===== src/rtl/flash_status_pkg.sv =====
package flash_status_pkg;

  typedef enum logic [2:0] {
    OP_IDLE      = 3'd0,
    OP_PROG      = 3'd1,
    OP_ERASE     = 3'd2,
    OP_SUSP      = 3'd3,
    OP_SUSP_PROG = 3'd4
  } opState_e;

  // Strobes from control to datapath
  typedef struct packed {
    logic clrTog;      // new operation: clear both toggles
    logic advT6;       // advance busy toggle
    logic advT2;       // advance sector toggle
    logic selProg;     // program view
    logic selErase;    // erase view
    logic selSusp;     // suspended-sector view
    logic selSuspProg; // program-in-suspend view
    logic statValid;   // erase status valid (edge count reached)
  } ctlStrobes_t;

endpackage


===== src/rtl/flash_status_ctl.sv =====
module flash_status_ctl
  import flash_status_pkg::*;
#(
  parameter int SECT_W        = 2,
  parameter int CNT_W         = 3,
  parameter int VALID_STROBES = 6
) (
  input  logic              clk,
  input  logic              rstN,
  input  logic [2:0]        opState,
  input  logic [SECT_W-1:0] sectAddr,
  input  logic              rdStrobe,
  input  logic [SECT_W-1:0] rdSector,
  input  logic [CNT_W-1:0]  weEdgeCnt,
  output ctlStrobes_t       strobes,
  output logic              readyBusy
);

  localparam logic [CNT_W-1:0] VALID_CNT = CNT_W'(VALID_STROBES);

  opState_e curState;
  opState_e prevState;
  logic     busy;
  logic     sectHit;
  logic     eraseValid;

  assign curState   = opState_e'(opState);
  assign busy       = (curState == OP_PROG) || (curState == OP_ERASE) ||
                      (curState == OP_SUSP_PROG);
  assign sectHit    = (rdSector == sectAddr);
  assign eraseValid = (weEdgeCnt >= VALID_CNT);
  assign readyBusy  = !busy;

  always_ff @(posedge clk) begin
    if (!rstN) prevState <= OP_IDLE;
    else       prevState <= curState;
  end

  always_comb begin
    strobes             = '0;
    strobes.clrTog      = busy && (curState != prevState);
    strobes.statValid   = eraseValid;
    strobes.selProg     = (curState == OP_PROG);
    strobes.selErase    = (curState == OP_ERASE);
    strobes.selSusp     = (curState == OP_SUSP) && sectHit;
    strobes.selSuspProg = (curState == OP_SUSP_PROG);
    strobes.advT6       = rdStrobe && busy &&
                          ((curState != OP_ERASE) || eraseValid);
    strobes.advT2       = rdStrobe && sectHit &&
                          (((curState == OP_ERASE) && eraseValid) ||
                           (curState == OP_SUSP));
  end

  AST_EARLY_ERASE_FROZEN: assert property (@(posedge clk) disable iff (!rstN)
    ((curState == OP_ERASE) && (weEdgeCnt < VALID_CNT)) |-> (!strobes.advT6 && !strobes.advT2));

  AST_ONE_VIEW: assert property (@(posedge clk) disable iff (!rstN)
    $onehot0({strobes.selProg, strobes.selErase, strobes.selSusp, strobes.selSuspProg}));

endmodule


===== src/rtl/flash_status_dp.sv =====
module flash_status_dp
  import flash_status_pkg::*;
#(
  parameter int DATA_W = 8
) (
  input  logic              clk,
  input  logic              rstN,
  input  ctlStrobes_t       strobes,
  input  logic              progBit,
  input  logic [DATA_W-1:0] arrayData,
  output logic [DATA_W-1:0] dataOut
);

  localparam int POL_BIT  = 7;
  localparam int BUSY_BIT = 6;
  localparam int SECT_BIT = 2;

  logic togBusy;
  logic togSect;

  always_ff @(posedge clk) begin
    if (!rstN) begin
      togBusy <= 1'b0;
      togSect <= 1'b0;
    end else if (strobes.clrTog) begin
      togBusy <= 1'b0;
      togSect <= 1'b0;
    end else begin
      if (strobes.advT6) togBusy <= ~togBusy;
      if (strobes.advT2) togSect <= ~togSect;
    end
  end

  always_comb begin
    dataOut = arrayData;
    if (strobes.selProg) begin
      dataOut[POL_BIT]  = ~progBit;
      dataOut[BUSY_BIT] = togBusy;
      dataOut[SECT_BIT] = togSect;
    end else if (strobes.selErase) begin
      dataOut[POL_BIT]  = 1'b0;
      dataOut[BUSY_BIT] = strobes.statValid & togBusy;
      dataOut[SECT_BIT] = strobes.statValid & togSect;
    end else if (strobes.selSusp) begin
      dataOut[POL_BIT]  = 1'b1;
      dataOut[BUSY_BIT] = 1'b1;
      dataOut[SECT_BIT] = togSect;
    end else if (strobes.selSuspProg) begin
      dataOut[POL_BIT]  = ~progBit;
      dataOut[BUSY_BIT] = togBusy;
    end
  end

  AST_BUSY_TOGGLE_FLIPS: assert property (@(posedge clk) disable iff (!rstN)
    (strobes.advT6 && !strobes.clrTog) |=> (togBusy != $past(togBusy)));

  AST_TOGGLES_CLEARED: assert property (@(posedge clk) disable iff (!rstN)
    strobes.clrTog |=> (!togBusy && !togSect));

  AST_SECT_TOGGLE_HOLDS: assert property (@(posedge clk) disable iff (!rstN)
    (!strobes.advT2 && !strobes.clrTog) |=> $stable(togSect));

endmodule


===== src/rtl/flash_status_gen.sv =====
module flash_status_gen
  import flash_status_pkg::*;
#(
  parameter int DATA_W        = 8,
  parameter int SECT_W        = 2,
  parameter int CNT_W         = 3,
  parameter int VALID_STROBES = 6
) (
  input  logic              clk,
  input  logic              rstN,
  input  logic [2:0]        opState,
  input  logic [SECT_W-1:0] sectAddr,
  input  logic              progBit,
  input  logic              rdStrobe,
  input  logic [SECT_W-1:0] rdSector,
  input  logic [CNT_W-1:0]  weEdgeCnt,
  input  logic [DATA_W-1:0] arrayData,
  output logic [DATA_W-1:0] dataOut,
  output logic              readyBusy
);

  localparam logic [DATA_W-1:0] STATUS_MASK = DATA_W'(8'hC4);

  ctlStrobes_t strobes;

  flash_status_ctl #(
    .SECT_W(SECT_W), .CNT_W(CNT_W), .VALID_STROBES(VALID_STROBES)
  ) ctl_i (
    .clk(clk), .rstN(rstN), .opState(opState), .sectAddr(sectAddr),
    .rdStrobe(rdStrobe), .rdSector(rdSector), .weEdgeCnt(weEdgeCnt),
    .strobes(strobes), .readyBusy(readyBusy)
  );

  flash_status_dp #(.DATA_W(DATA_W)) dp_i (
    .clk(clk), .rstN(rstN), .strobes(strobes), .progBit(progBit),
    .arrayData(arrayData), .dataOut(dataOut)
  );

  AST_IDLE_PASS: assert property (@(posedge clk) disable iff (!rstN)
    (opState == 3'd0) |-> ((dataOut == arrayData) && readyBusy));

  AST_SUSP_SECTOR_VIEW: assert property (@(posedge clk) disable iff (!rstN)
    ((opState == 3'd3) && (rdSector == sectAddr)) |-> (dataOut[7] && dataOut[6] && readyBusy));

  AST_PLAIN_BITS: assert property (@(posedge clk) disable iff (!rstN)
    ((dataOut & ~STATUS_MASK) == (arrayData & ~STATUS_MASK)));

endmodule


===== config.mk =====
export PLATFORM = sky130hd
export DESIGN_NAME = flash_status_gen
export DESIGN_NICKNAME = d
export VERILOG_FILES = /design/src/rtl/flash_status_pkg.sv /design/src/rtl/flash_status_ctl.sv /design/src/rtl/flash_status_dp.sv /design/src/rtl/flash_status_gen.sv
export SDC_FILE = /design/constraint.sdc
export NUM_CORES = 1
export LEC_CHECK = 0
export BUFFER_PORTS_ARGS = -buffer_cell sky130_fd_sc_hd__buf_2
export CAP_MARGIN = 20
export CELL_PAD_IN_SITES_DETAIL_PLACEMENT = 2
export CELL_PAD_IN_SITES_GLOBAL_PLACEMENT = 2
export CORE_MARGIN = 10
export CORE_UTILIZATION = 21
export CTS_CLUSTER_SIZE = 12
export DETAILED_ROUTE_END_ITERATION = 10
export PLACE_DENSITY_LB_ADDON = 0.2
export SLEW_MARGIN = 20
export SYNTH_ARGS = -nofsm -noshare
export SYNTH_HDL_FRONTEND = slang
export SYNTH_SLANG_ARGS = --single-unit
export TNS_END_PERCENT = 30

===== constraint.sdc =====
create_clock -name clk -period 3.3 [get_ports clk]
set_input_delay 0.66 -clock clk [delete_from_list [all_inputs] [get_ports clk]]
set_output_delay 0.66 -clock clk [all_outputs]
set_load 0.01 [all_outputs]

==> flow_metrics.env, run 1 <==
export IMPL_design_area_um2=566
export IMPL_fin_crit_ns=2.43
export IMPL_yosys_area_share_simple_pct=27.5
export IMPL_grt_max_degree=16
export IMPL_cts_sinks=5
export IMPL_via_per_inst=4.76
export IMPL_postRouteWirelength_mm=1.54
export IMPL_h_tree_depth=1
export IMPL_slew_viol_final=0
export IMPL_grtUsageMet1_pct=8.24
export IMPL_worstPathMaxFanout=13
export IMPL_drtPass1Iterations=3
export IMPL_path_cells="buf_2, nand4b_1, a21oi_1, a21o_1, a221o_1, buf_2"
export IMPL_die_width_um=67.2
export IMPL_cp_num_buf_inv=2
export IMPL_synth_top_area_share_pct=21.4
export IMPL_cpPeakStageDelay_ns=0.28
export IMPL_cts_root_buf="clkbuf_4"
export IMPL_syn_to_final_growth_pct=20.9
export IMPL_dp_hpwl_mm=1.28
export IMPL_cp_common_cell="buf_2"
export IMPL_hp_class="flip-flop to flip-flop"
export IMPL_synth_edf_count=0
export IMPL_fill_cells=273
export IMPL_start_util_pct=21.6
export IMPL_setup_ws_ns=0.870
export IMPL_max_slew_margin_rel_pct=66.8
export IMPL_status="finished, final reports clean"
export IMPL_use_met2_pct=11.1
export IMPL_synth_adder_area_share_pct=0
export IMPL_die_area_mm2=0.00452
export IMPL_synth_xor_area_share_pct=11.2
export IMPL_fp_coreArea_mm2=0.00217
export IMPL_overflow=0
export IMPL_grt_util_met3_pct=4.79
export IMPL_p_leak_nw=0.234
export IMPL_power_frac_seq_pct=34.3
export IMPL_synthTopCellsByCount="nor2_1, o21ai_0, buf_4, dfxtp_1"
export IMPL_rsz0062_at_grt="no"
export IMPL_end_kind="primary output"
export IMPL_wl_per_cell_um=14.9
export IMPL_dpl_worst_slack_ns=0.870
export IMPL_port_buffers=19
export IMPL_ys_types=27
export IMPL_synth_seq_area_share_pct=21.4
export IMPL_dp_cells=99
export IMPL_num_antenna_cells=0
export IMPL_cts_resized=0
export IMPL_dpl_cell_area_um2=539
export IMPL_ys_warn_count=0
export IMPL_worstPathArrival_ns=1.77
export IMPL_vdd_drop_max_mv=0.163
export IMPL_criticalPathCategory="primary input to primary output"
export IMPL_synth_compound_area_share_pct=25.7
export IMPL_setup_tns_ns=0
export IMPL_r2r_slack_ns=1.95
export IMPL_post_route_period_util_pct=73.6
export IMPL_synth_mux_area_share_pct=0
export IMPL_drtIter0Drc=15
export IMPL_avgSynthCellArea_um2=7.80
export IMPL_clk_path_buf_depth=2
export IMPL_clockPowerShare_pct=37.4
export IMPL_power_density_mw_per_mm2=339
export IMPL_drv_cap=0
export IMPL_hold_viol=0
export IMPL_postCtsSetupRepairBufs=0
export IMPL_fin_nets=98
export IMPL_synth_nets=82
export IMPL_critical_path_top_delay_family="compound AO/OA/AOI/OAI gates"
export IMPL_setup_violations_final=0
export IMPL_fin_worst_skew_ns=0.00173
export IMPL_synthCells=60
export IMPL_die_h_um=67.2
export IMPL_rows=17
export IMPL_layoutNonFillerInstCount=103
export IMPL_drive_above_1_share_pct=30.7
export IMPL_numCtsBuffers=3
export IMPL_grt_pass1_wl_mm=2.57
export IMPL_worstSkewPairLatency_ns=0.25
export IMPL_ios=31
export IMPL_ant_nets=0
export IMPL_num_vias=490
export IMPL_postLayoutCoreUtil_pct=26.1
export IMPL_synth_top_family_by_area="simple AND/OR/NAND/NOR gates"
export IMPL_synth_area_leaders="dfxtp_1, buf_4, o21ai_0"
export IMPL_route_detailed_drc=0
export IMPL_p_int_mw=0.134
export IMPL_grt_util_all_layers_pct=7.35
export IMPL_p_sw_share_pct=29.9
export IMPL_antenna_found_initial=0
export IMPL_power_switching_mw=0.0573
export IMPL_cts_hold_buf=0
export IMPL_netlist_area_um2=468
export IMPL_top_usage_layer="met2"
export IMPL_tightestPinTransition_ns=0.492
export IMPL_combPwrFrac_pct=28.3
export IMPL_ys_flop_type="dfxtp_1"
export IMPL_slowest_stage="a221o_1"
export IMPL_grt_pass1_vias=536
export IMPL_ys_ff_latch=5
export IMPL_tritoncts="done"
export IMPL_clk_pin_slew_worst_paths_ns=0.04
export IMPL_yosys_area_top_type="dfxtp_1"
export IMPL_async_reset_ff_share_pct=0
export IMPL_fmax_mhz=412
export IMPL_critPathRequiredTime_ns=2.64
export IMPL_cp_start_kind="primary input"
export IMPL_gp_congestion=0.635
==> registers in the layout, summed over array words and instances (netlist names) <==
name,flops
dp_i.togSect,1
dp_i.togBusy,1
ctl_i.prevState,3
==> final timing paths <==
path                      startpoint           end  cells past startpoint
setup reg to reg  ctl_i.prevState[0]  dp_i.togSect                      4
hold / removal          dp_i.togSect  dp_i.togSect                      2
hold reg to reg         dp_i.togSect  dp_i.togSect                      2
setup / recovery          opState[0]    dataOut[6]                      6
==> cell type report <==
type                    instances  area (um^2)  share of cell area (%)
multi-input cells              45          302                    53.3
flip-flops and latches          5          100                    17.7
repair buffers                 19         95.1                    16.8
well taps                      28         35.0                    6.19
clock buffers                   4         26.3                    4.65
inverters                       2         7.51                    1.33
==> cells in the final DEF, fill, tap and decap left out, types with 2 or more instances in the layout <==
master / n
buf_2: 19
dfxtp_1: 5
nand3b_1: 2
nor3b_1: 3
o21ai_0: 6
o21a_1: 3
inv_1: 2
xor2_1: 3
clkbuf_4: 3
nor2_1: 6
a21oi_1: 2
nand2_1: 2
and2_1: 3
xnor2_1: 3
==> power groups by stage <==
stage / sequential (mW) / clock, mW / combinational [mW]
finish: 0.0657 / 0.0717 / 0.0543
CTS: 0.0656 / 0.0737 / 0.0556
floorplan: 0.0661 / 0 / 0.0401
global route: 0.0662 / 0.0783 / 0.0625
detailed placement: 0.0667 / 0 / 0.0551
global placement: 0.0664 / 0 / 0.0546
==> metal layers <==
metal  vias to the layer above  part of all wire [%]  wire length (um)
li1                        238                     -                 -
met1                       226                    40               620
met2                        23                    44               678
met3                         3                    14               221
met4                         0                   1.1                17
met5                         -                     0                 0
==> worst register-to-register path: cells and delay by family, from the launching register on <==
kind | cells | cell delay, ns
AO/OA/AOI/OAI | 2 | 0.67
flip-flops | 1 | 0.32
AND/OR/NAND/NOR | 2 | 0.23
==> per-stage QoR <==
step,hold WS (ns),total power [mW]
5_1_grt,0.572,0.207
2_1_floorplan,0.478,0.106
3_3_place_gp,0.503,0.121
3_5_place_dp,0.512,0.122
6_report,0.518,0.192
4_1_cts,0.528,0.195
==> logic make-up after synthesis <==
kind of cell,count (synthesis)
and+or+nand+nor,22
xor gates and xnor gates,6
buffers and inverters,10
AOI/OAI and AO/OA,17
DFF,5
No activity file was read; power rests on OpenSTA's default activity.
==> run 2: changes to the inputs <==
Settings changed: CORE_UTILIZATION 21 to 20.
Clock period 3.3 ns to 2.3 ns, I/O delays scaled along.
==> run 2 against run 1 <==
  * Clock power increased by 35%
  * Non-clock buffer count did not move
  * Die area up 3.5%
  * Largest cell class unchanged
  * Register-to-register slack lost 0.98 ns
  * Sequential power up 43%
==> flow_metrics.env, run 2 (synthesis gave the netlist of run 1 again) <==
export IMPL_power_density_mw_per_mm2=475
export IMPL_die_area_mm2=0.00467
export IMPL_ant_nets=0
export IMPL_syn_to_final_growth_pct=20.9
export IMPL_grt_pass1_vias=494
export IMPL_clk_path_buf_depth=2
export IMPL_worstPathMaxFanout=15
export IMPL_worstSkewPairLatency_ns=0.23
export IMPL_max_slew_margin_rel_pct=68.3
export IMPL_drive_above_1_share_pct=30.7
export IMPL_hold_viol=0
export IMPL_grt_pass1_wl_mm=2.25
export IMPL_setup_violations_final=0
export IMPL_ios=31
export IMPL_rsz0062_at_grt="no"
export IMPL_slowest_stage="a221o_1"
export IMPL_cts_hold_buf=0
export IMPL_criticalPathCategory="primary input to primary output"
export IMPL_multi_input_area_um2=302
export IMPL_rows=17
export IMPL_status="finished, final reports clean"
export IMPL_cp_num_buf_inv=2
export IMPL_cts_sinks=5
export IMPL_ff2ff_path_depth=4
export IMPL_vdd_drop_max_mv=0.321
export IMPL_antenna_found_initial=0
export IMPL_start_util_pct=21.2
export IMPL_p_total_mw=0.269
export IMPL_overflow=0
export IMPL_gp_congestion=0.633
export IMPL_top_regs="ctl_i.prevState (3), dp_i.togBusy (1), dp_i.togSect (1)"
export IMPL_critPathRequiredTime_ns=1.84
export IMPL_dp_cells=99
export IMPL_fin_worst_skew_ns=0.00150
export IMPL_cp_depth=6
export IMPL_final_seq_area_um2=100
export IMPL_dp_hpwl_mm=1.18
export IMPL_drtIter0Drc=12
export IMPL_largest_reg_flops=3
export IMPL_grt_util_all_layers_pct=6.29
export IMPL_grt_max_degree=16
export IMPL_setup_tns_ns=0
export IMPL_num_vias=473
export IMPL_path_cells="buf_2, nand2b_1, a21oi_1, a21o_1, a221o_1, buf_2"
export IMPL_postRouteWirelength_mm=1.42
export IMPL_die_h_um=68.4
export IMPL_fin_nets=98
export IMPL_slew_viol_final=0
export IMPL_hp_class="primary input to flip-flop"
export IMPL_critical_path_top_delay_family="compound AO/OA/AOI/OAI gates"
export IMPL_post_route_period_util_pct=88.7
export IMPL_cp_common_cell="buf_2"
export IMPL_h_tree_depth=1
export IMPL_fin_crit_ns=2.04
export IMPL_fill_cells=279
export IMPL_final_common_cell="buf_2"
export IMPL_clk_pin_slew_worst_paths_ns=0.04
export IMPL_tritoncts="done"
export IMPL_postCtsSetupRepairBufs=0
export IMPL_die_width_um=68.4
export IMPL_cp_start_kind="primary input"
export IMPL_tightestPinTransition_ns=0.470
export IMPL_numCtsBuffers=3
export IMPL_holdPathStages=2
export IMPL_layout_common_cells="buf_2, o21ai_0, nor2_1"
export IMPL_end_kind="primary output"
export IMPL_num_antenna_cells=0
export IMPL_fp_coreArea_mm2=0.00221
export IMPL_top_register="ctl_i.prevState"
export IMPL_cts_root_buf="clkbuf_4"
export IMPL_cts_resized=0
export IMPL_p_leak_nw=0.234
export IMPL_drtPass1Iterations=2
export IMPL_cpPeakStageDelay_ns=0.29
export IMPL_worstPathArrival_ns=1.58
export IMPL_fmax_mhz=490
export IMPL_port_buffers=19
export IMPL_layoutNonFillerInstCount=103
export IMPL_wl_per_cell_um=13.8
export IMPL_drv_cap=0
export IMPL_via_per_inst=4.59
export IMPL_route_detailed_drc=0
run 2: cell counts in the layout (fill, tap and decap cells not counted):
Identical to the previous run, type by type.
run 2: layout make-up:
cell class / count / share of cell area (%)
timing repair buffer: 19 / 16.8
sequential: 5 / 17.7
multi-input combinational: 45 / 53.3
inverter: 2 / 1.33
tap: 28 / 6.19
clock buffer: 4 / 4.65
run 2: path summary, 6_finish.rpt:
check	from	slack [ns]	end
setup / recovery	opState[1]	0.26	dataOut[6]
hold / removal	rstN	0.48	ctl_i.prevState[1]
setup reg to reg	ctl_i.prevState[0]	0.97	dp_i.togBusy
hold reg to reg	dp_i.togSect	0.52	dp_i.togSect
run 2: worst reg2reg max path, stage by stage (launching register included):
cell	delay [ns]
dfxtp_1	0.31
nor3b_1	0.14
o21a_1	0.16
o41ai_1	0.49
nor2_1	0.10
run 2: per-layer routing:
layer  share of wire (%)  GRT usage (%)  routed length [um]
met4                0.98           2.26                  14
met3                 8.4           2.94                 119
met2                  46           9.19                 653
met5                   0              0                   0
met1                  45           7.87                 636
run 2: where the power goes:
group          leakage [nW]  internal [mW]  total (mW)  switching, mW
Clock                0.0150         0.0653      0.0967         0.0314
Combinational         0.178         0.0358      0.0780         0.0421
Sequential           0.0412         0.0913      0.0940        0.00266
run 2: per-stage QoR:
step	setup WS, ns	instance area (um^2)	util (%)	hold WS, ns
after floorplan	0.515	468	-	0.478
after global placement	0.250	539	24.4	0.502
after CTS	0.240	566	25.6	0.470
final	0.259	566	25.6	0.479
after detailed placement	0.253	539	24.4	0.523
after global routing	0.105	566	25.6	0.490
